`src/rtl/eru_pkg.sv`:
```
package eru_pkg;
  // Default geometry of the status word.
  localparam int ERU_W     = 32;  // status and pointer width
  localparam int ERU_KEEP  = 2;   // top bits left in place
  localparam int ERU_GAP   = 2;   // bits below the kept ones, cleared
  localparam int ERU_SHIFT = 10;  // places popped per return

  // Default flag positions.
  localparam int ERU_R_POS = 8;   // return flag, read before the shift
  localparam int ERU_P_POS = 7;   // pending flag, in the result
  localparam int ERU_U_POS = 8;   // user flag, in the result
  localparam int ERU_M_POS = 9;   // interrupt-mask flag, in the result

  typedef enum logic {
    RET_EXC = 1'b0,
    RET_NMI = 1'b1
  } ret_kind_e;
endpackage

```
`src/rtl/eru_status_shift.sv`:
```
module eru_status_shift #(
  parameter int W     = eru_pkg::ERU_W,
  parameter int KEEP  = eru_pkg::ERU_KEEP,
  parameter int GAP   = eru_pkg::ERU_GAP,
  parameter int SHIFT = eru_pkg::ERU_SHIFT,
  parameter int R_POS = eru_pkg::ERU_R_POS,
  parameter int P_POS = eru_pkg::ERU_P_POS,
  parameter int M_POS = eru_pkg::ERU_M_POS
) (
  input  logic [W-1:0] old_i,
  input  logic         is_nmi_i,
  output logic [W-1:0] new_o,
  output logic         r_was_set_o
);
  localparam int FIELD = W - KEEP - GAP;
  localparam logic [W-1:0] KEEP_MASK = {{KEEP{1'b1}}, {(W-KEEP){1'b0}}};

  function automatic logic [W-1:0] pop_field(input logic [W-1:0] old);
    logic [W-1:0] low;
    low = {{(KEEP+GAP){1'b0}}, old[FIELD-1:0]};
    return (old & KEEP_MASK) | (low >> SHIFT);
  endfunction

  logic [W-1:0] shifted;

  always_comb begin
    shifted = pop_field(old_i);
    new_o   = shifted;
    if (!old_i[R_POS]) new_o[P_POS] = 1'b1;
    if (is_nmi_i)      new_o[M_POS] = 1'b1;
  end

  assign r_was_set_o = old_i[R_POS];
endmodule

```
`src/rtl/eru_stack_swap.sv`:
```
module eru_stack_swap #(
  parameter int W     = eru_pkg::ERU_W,
  parameter int U_POS = eru_pkg::ERU_U_POS
) (
  input  logic [W-1:0] new_status_i,
  input  logic [W-1:0] sp_i,
  input  logic [W-1:0] usp_i,
  output logic         to_user_o,
  output logic [W-1:0] sp_next_o
);
  assign to_user_o = new_status_i[U_POS];
  assign sp_next_o = to_user_o ? usp_i : sp_i;
endmodule

```
`src/rtl/eru_unstacker.sv`:
```
module eru_unstacker
  import eru_pkg::*;
#(
  parameter int W     = ERU_W,
  parameter int KEEP  = ERU_KEEP,
  parameter int GAP   = ERU_GAP,
  parameter int SHIFT = ERU_SHIFT,
  parameter int R_POS = ERU_R_POS,
  parameter int P_POS = ERU_P_POS,
  parameter int U_POS = ERU_U_POS,
  parameter int M_POS = ERU_M_POS
) (
  input  logic         clk,
  input  logic         rst_n,
  input  logic         go_i,
  input  logic         kind_i,
  input  logic [W-1:0] status_i,
  input  logic [W-1:0] sp_i,
  input  logic [W-1:0] usp_i,
  output logic [W-1:0] status_o,
  output logic [W-1:0] sp_o,
  output logic [W-1:0] ksp_o,
  output logic         done_o
);
  localparam int GAP_LO = W - KEEP - GAP;

  // Named internal events.
  logic [W-1:0] status_next;
  logic         r_was_set;
  logic         to_user;
  logic [W-1:0] sp_next;
  logic         is_nmi;

  assign is_nmi = (ret_kind_e'(kind_i) == RET_NMI);

  eru_status_shift #(
    .W(W), .KEEP(KEEP), .GAP(GAP), .SHIFT(SHIFT),
    .R_POS(R_POS), .P_POS(P_POS), .M_POS(M_POS)
  ) u_shift (
    .old_i       (status_i),
    .is_nmi_i    (is_nmi),
    .new_o       (status_next),
    .r_was_set_o (r_was_set)
  );

  eru_stack_swap #(.W(W), .U_POS(U_POS)) u_swap (
    .new_status_i (status_next),
    .sp_i         (sp_i),
    .usp_i        (usp_i),
    .to_user_o    (to_user),
    .sp_next_o    (sp_next)
  );

  always_ff @(posedge clk or negedge rst_n) begin
    if (!rst_n) begin
      status_o <= '0;
      sp_o     <= '0;
      ksp_o    <= '0;
      done_o   <= 1'b0;
    end else begin
      done_o <= go_i;
      if (go_i) begin
        status_o <= status_next;
        sp_o     <= sp_next;
        if (to_user) ksp_o <= sp_i;
      end
    end
  end

  // Checks beside the logic they guard.
  AST_DONE_PULSE: assert property (@(posedge clk) disable iff (!rst_n)
    go_i |=> done_o);
  AST_NO_SPURIOUS_DONE: assert property (@(posedge clk) disable iff (!rst_n)
    !go_i |=> !done_o);
  AST_HOLD_IDLE: assert property (@(posedge clk) disable iff (!rst_n)
    !go_i |=> ($stable(status_o) && $stable(sp_o) && $stable(ksp_o)));
  AST_GAP_CLEAR: assert property (@(posedge clk) disable iff (!rst_n)
    done_o |-> (status_o[GAP_LO +: GAP] == '0));
  AST_PENDING_SET: assert property (@(posedge clk) disable iff (!rst_n)
    (go_i && !r_was_set) |=> status_o[P_POS]);
  AST_NMI_MASK: assert property (@(posedge clk) disable iff (!rst_n)
    (go_i && is_nmi) |=> status_o[M_POS]);
  AST_EXC_MASK: assert property (@(posedge clk) disable iff (!rst_n)
    (go_i && !is_nmi) |=> (status_o[M_POS] == $past(status_i[M_POS+SHIFT])));
  AST_USER_SWAP: assert property (@(posedge clk) disable iff (!rst_n)
    (go_i && to_user) |=> ((sp_o == $past(usp_i)) && (ksp_o == $past(sp_i))));
  AST_KERNEL_KEEP: assert property (@(posedge clk) disable iff (!rst_n)
    (go_i && !to_user) |=> ((sp_o == $past(sp_i)) && $stable(ksp_o)));
endmodule

```
`config.mk`:
```
export PLATFORM = sky130hd
export DESIGN_NAME = eru_unstacker
export DESIGN_NICKNAME = d
export VERILOG_FILES = /design/src/rtl/eru_pkg.sv /design/src/rtl/eru_status_shift.sv /design/src/rtl/eru_stack_swap.sv /design/src/rtl/eru_unstacker.sv
export SDC_FILE = /design/constraint.sdc
export NUM_CORES = 1
export LEC_CHECK = 0
export ABC_AREA = 1
export ABC_CLOCK_PERIOD_IN_PS = 800
export BUFFER_PORTS_ARGS = -buffer_cell sky130_fd_sc_hd__buf_2
export CAP_MARGIN = 20
export CORE_MARGIN = 2
export CORE_UTILIZATION = 45
export DETAILED_ROUTE_END_ITERATION = 12
export GPL_ROUTABILITY_DRIVEN = 0
export GPL_TIMING_DRIVEN = 0
export PLACE_DENSITY = 0.79
export SYNTH_ARGS = -nofsm -noshare
export SYNTH_HDL_FRONTEND = slang
export SYNTH_SLANG_ARGS = --single-unit
```
`constraint.sdc`:
```
create_clock -name clk -period 0.8 [get_ports clk]
set_input_delay 0.2 -clock clk [delete_from_list [all_inputs] [get_ports clk]]
set_output_delay 0.2 -clock clk [all_outputs]
set_load 0.01 [all_outputs]
```
==> impl_metrics.ini <==
[detailed_routing]
via_per_inst = 4.50
drc = 0
dr_wl_met2_um = 5440
drt_iter0_markers = 117
wl_met3_um = 652
antenna_left = 0
first_pass_iters = 6
wl_met1_um = 4520
routed.top_layer = met4
wire_per_inst_um = 13.0
routed_wl_um = 10800
vias = 3724

[sta]
worst_pin_slew_ps = 589
relSlewSlack_pct = 60.7
min_period_over_period_pct = 137
hold_ws_ps = -156
report.final.slew_viol_count = 0
fin_skew_ps = 0
tns_ps = -23090
period_minus_slack_ps = 1090
hold_violations = 43
setup_viol = 93
fin_ws_ps = -294
fmax_ghz = 0.914
rsz0062_at_grt = true

[clocking]
ctsRootBufferMaster = clkbuf_8
tritoncts = built
clk_pin_slew_worst_paths_ps = 90
h-tree-depth = 3
cts_buffers = 9
clock_path_buffers = 2
cts.sinks = 85
cts-hold-fix-buffers = 1
clkLatencyLatePin_ps = 340

[global_routing]
grt_max_degree = 45
antenna_found_initial = 0
grtUsageTotal_pct = 22.6
grt_pass1_vias = 3732
grt.overflow.total = 0
grt_first_pass_wirelength_um = 17300

[critical_path]
required_ps = 600
cp-end-kind = output port
critical_path.top_delay_family = flip-flops
crit_buf_inv = 1
crit_path_cell_trace = buf_2
reg2reg_depth = 4
r2r_slack_ps = -70
worst-setup-path-type = reg -> out
arrival_ps = 890
cp-start-kind = register
r2r-start = ksp_o[3]$_DFFE_PN0P_
path_max_fanout = 2
reg2reg_to = ksp_o[3]$_DFFE_PN0P_
slowest_delay_ps = 400
slowest_stage = dfrtp_1

[cells_and_area]
syn_to_final_growth_pct = 47.5
stdcell_count = 828
final_nets = 818
diodes = 0
nFillCells = 699
finish.utilization_pct = 68.9
layout-drive-gt1-share_pct = 43.6

[synthesis]
synth_cell_types = 16
synth_top_area_cell = dfrtp_1
syn_inst = 473
synth_area_um2 = 3880
yosys.area.top_type_share_pct = 54.9
ys_seq_area_share_pct = 54.9
yosys_register_bits = 85
ys_top_cells_by_area = dfrtp_1 55%, nand2_1 21%, inv_1 6.2%, o21ai_2 5.2%, nand3_1 4.1%
syn_area_per_cell_um2 = 8.20
yosysWarnings = 0

[status]
status = finished with violations
violations = hold timing, setup timing

[power]
power_frac_comb_pct = 23.7
ir_drop_uv = 1060
p_int_mw = 8.17
power_switching_mw = 3.14
leakagePower_nw = 3.46
sw_frac_of_total_pct = 27.8
seqPwrFrac_pct = 44.4
power_density_nw_per_um2 = 1980
clock_power_share_pct = 31.9
power_mw = 11.3

[run]
cap_violations = 0

[place]
placed_cells = 762
dpl.hpwl_um = 7620
io_buffers = 172

[die]
fp.dieArea_um2 = 9380
chipHeight_um = 96.8
core_um2 = 8300
ioPinCount = 197
die_w_um = 96.8
start_util_pct = 46.7
rows = 33

[min_path]
hp-class = in -> async
[per-stage QoR]
step                      instance area, µm²  setup slack (ps)
after global routing                    5720              -341
final                                   5720              -294
after CTS                               5470              -313
after detailed placement                5000              -265
after global placement                  4970             -1160
after floorplan                         3980             -25.5
[worst max path at each step]
stage                          from                    end  slack (ps)  cells after the start
2_1_floorplan          status_i[18]  ksp_o[10]$_DFFE_PN0P_         -30                      6
3_3_place_gp                  rst_n    sp_o[1]$_DFFE_PN0P_       -1160                      1
3_5_place_dp                   go_i   sp_o[17]$_DFFE_PN0P_        -270                      6
4_1_cts        sp_o[24]$_DFFE_PN0P_               sp_o[24]        -310                      1
5_1_grt        sp_o[24]$_DFFE_PN0P_               sp_o[24]        -340                      1
6_report       sp_o[24]$_DFFE_PN0P_               sp_o[24]        -290                      1
[sequential cells by signal, summed over array words and instances, names as in the netlist]
name      count
done_o        1
ksp_o        32
status_o     20
sp_o         32
[cells in the mapped netlist]
library cell,number
nand2_1,215
dfrtp_1,85
inv_1,64
nand3_1,32
o21ai_2,23
buf_2,16
buf_4,13
o21ai_1,9
buf_6,7
inv_2,2
nor2_1,2
a21oi_1,1
clkbuf_2,1
conb_1,1
nand2_2,1
o21ai_0,1
[placed cells by master (no fill, tap or decap), types with 2 or more instances in the layout]
cell | Yosys | final
buf_2 | 16 | 171
buf_4 | 13 | 62
buf_6 | 7 | 18
buf_8 | 0 | 6
bufinv_16 | 0 | 3
clkbuf_8 | 0 | 9
conb_1 | 1 | 12
dfrtp_1 | 85 | 85
inv_1 | 64 | 64
inv_2 | 2 | 2
nand2_1 | 215 | 201
nand2_2 | 1 | 14
nand3_1 | 32 | 32
nor2_1 | 2 | 2
o21ai_1 | 9 | 8
o21ai_2 | 23 | 24
[metal layers]
layer	up-vias	GRT usage, %
met3	19	5.27
met5	-	0
li1	1873	-
met1	1696	27.8
met4	0	7.58
met2	136	39.0
[worst register-to-register path, stage by stage, from the launching register on]
cell	delay (ps)
dfrtp_1	390
buf_4	130
buf_4	130
nand2_2	70
o21ai_2	50
[power groups by stage]
stage               Clock [mW]  Combinational, mW  Sequential, mW
floorplan                    0              0.913            5.32
global placement             0               2.09            5.07
detailed placement           0               2.17            5.10
CTS                       3.70               2.43            5.01
global route              3.89               2.95            5.08
finish                    3.61               2.68            5.03
[cell type report]
cell class / count / area [µm²] / area share, %
buffer: 37 / 295 / 5.16
clock buffer: 10 / 128 / 2.23
clock inverter: 6 / 111 / 1.95
inverter: 66 / 248 / 4.33
multi-input combinational: 296 / 1330 / 23.2
sequential: 85 / 2130 / 37.2
tap: 105 / 131 / 2.30
timing repair buffer: 223 / 1350 / 23.7
[repair_timing]
item / in CTS / in global routing
pin swaps: 0 / 1
buffers inserted: 25 / 24
endpoints found under the hold margin: 44 / 43
resized for setup: 6 / 16
setup endpoints to repair: 85 / 85
[logic make-up after synthesis]
kind of cell | synth area share, %
AO/OA/AOI/OAI | 6.61
buffers and inverters | 13.1
flip-flops | 54.9
other | 0.0967
AND/OR/NAND/NOR | 25.3
Power figures use the tool's default switching activity.
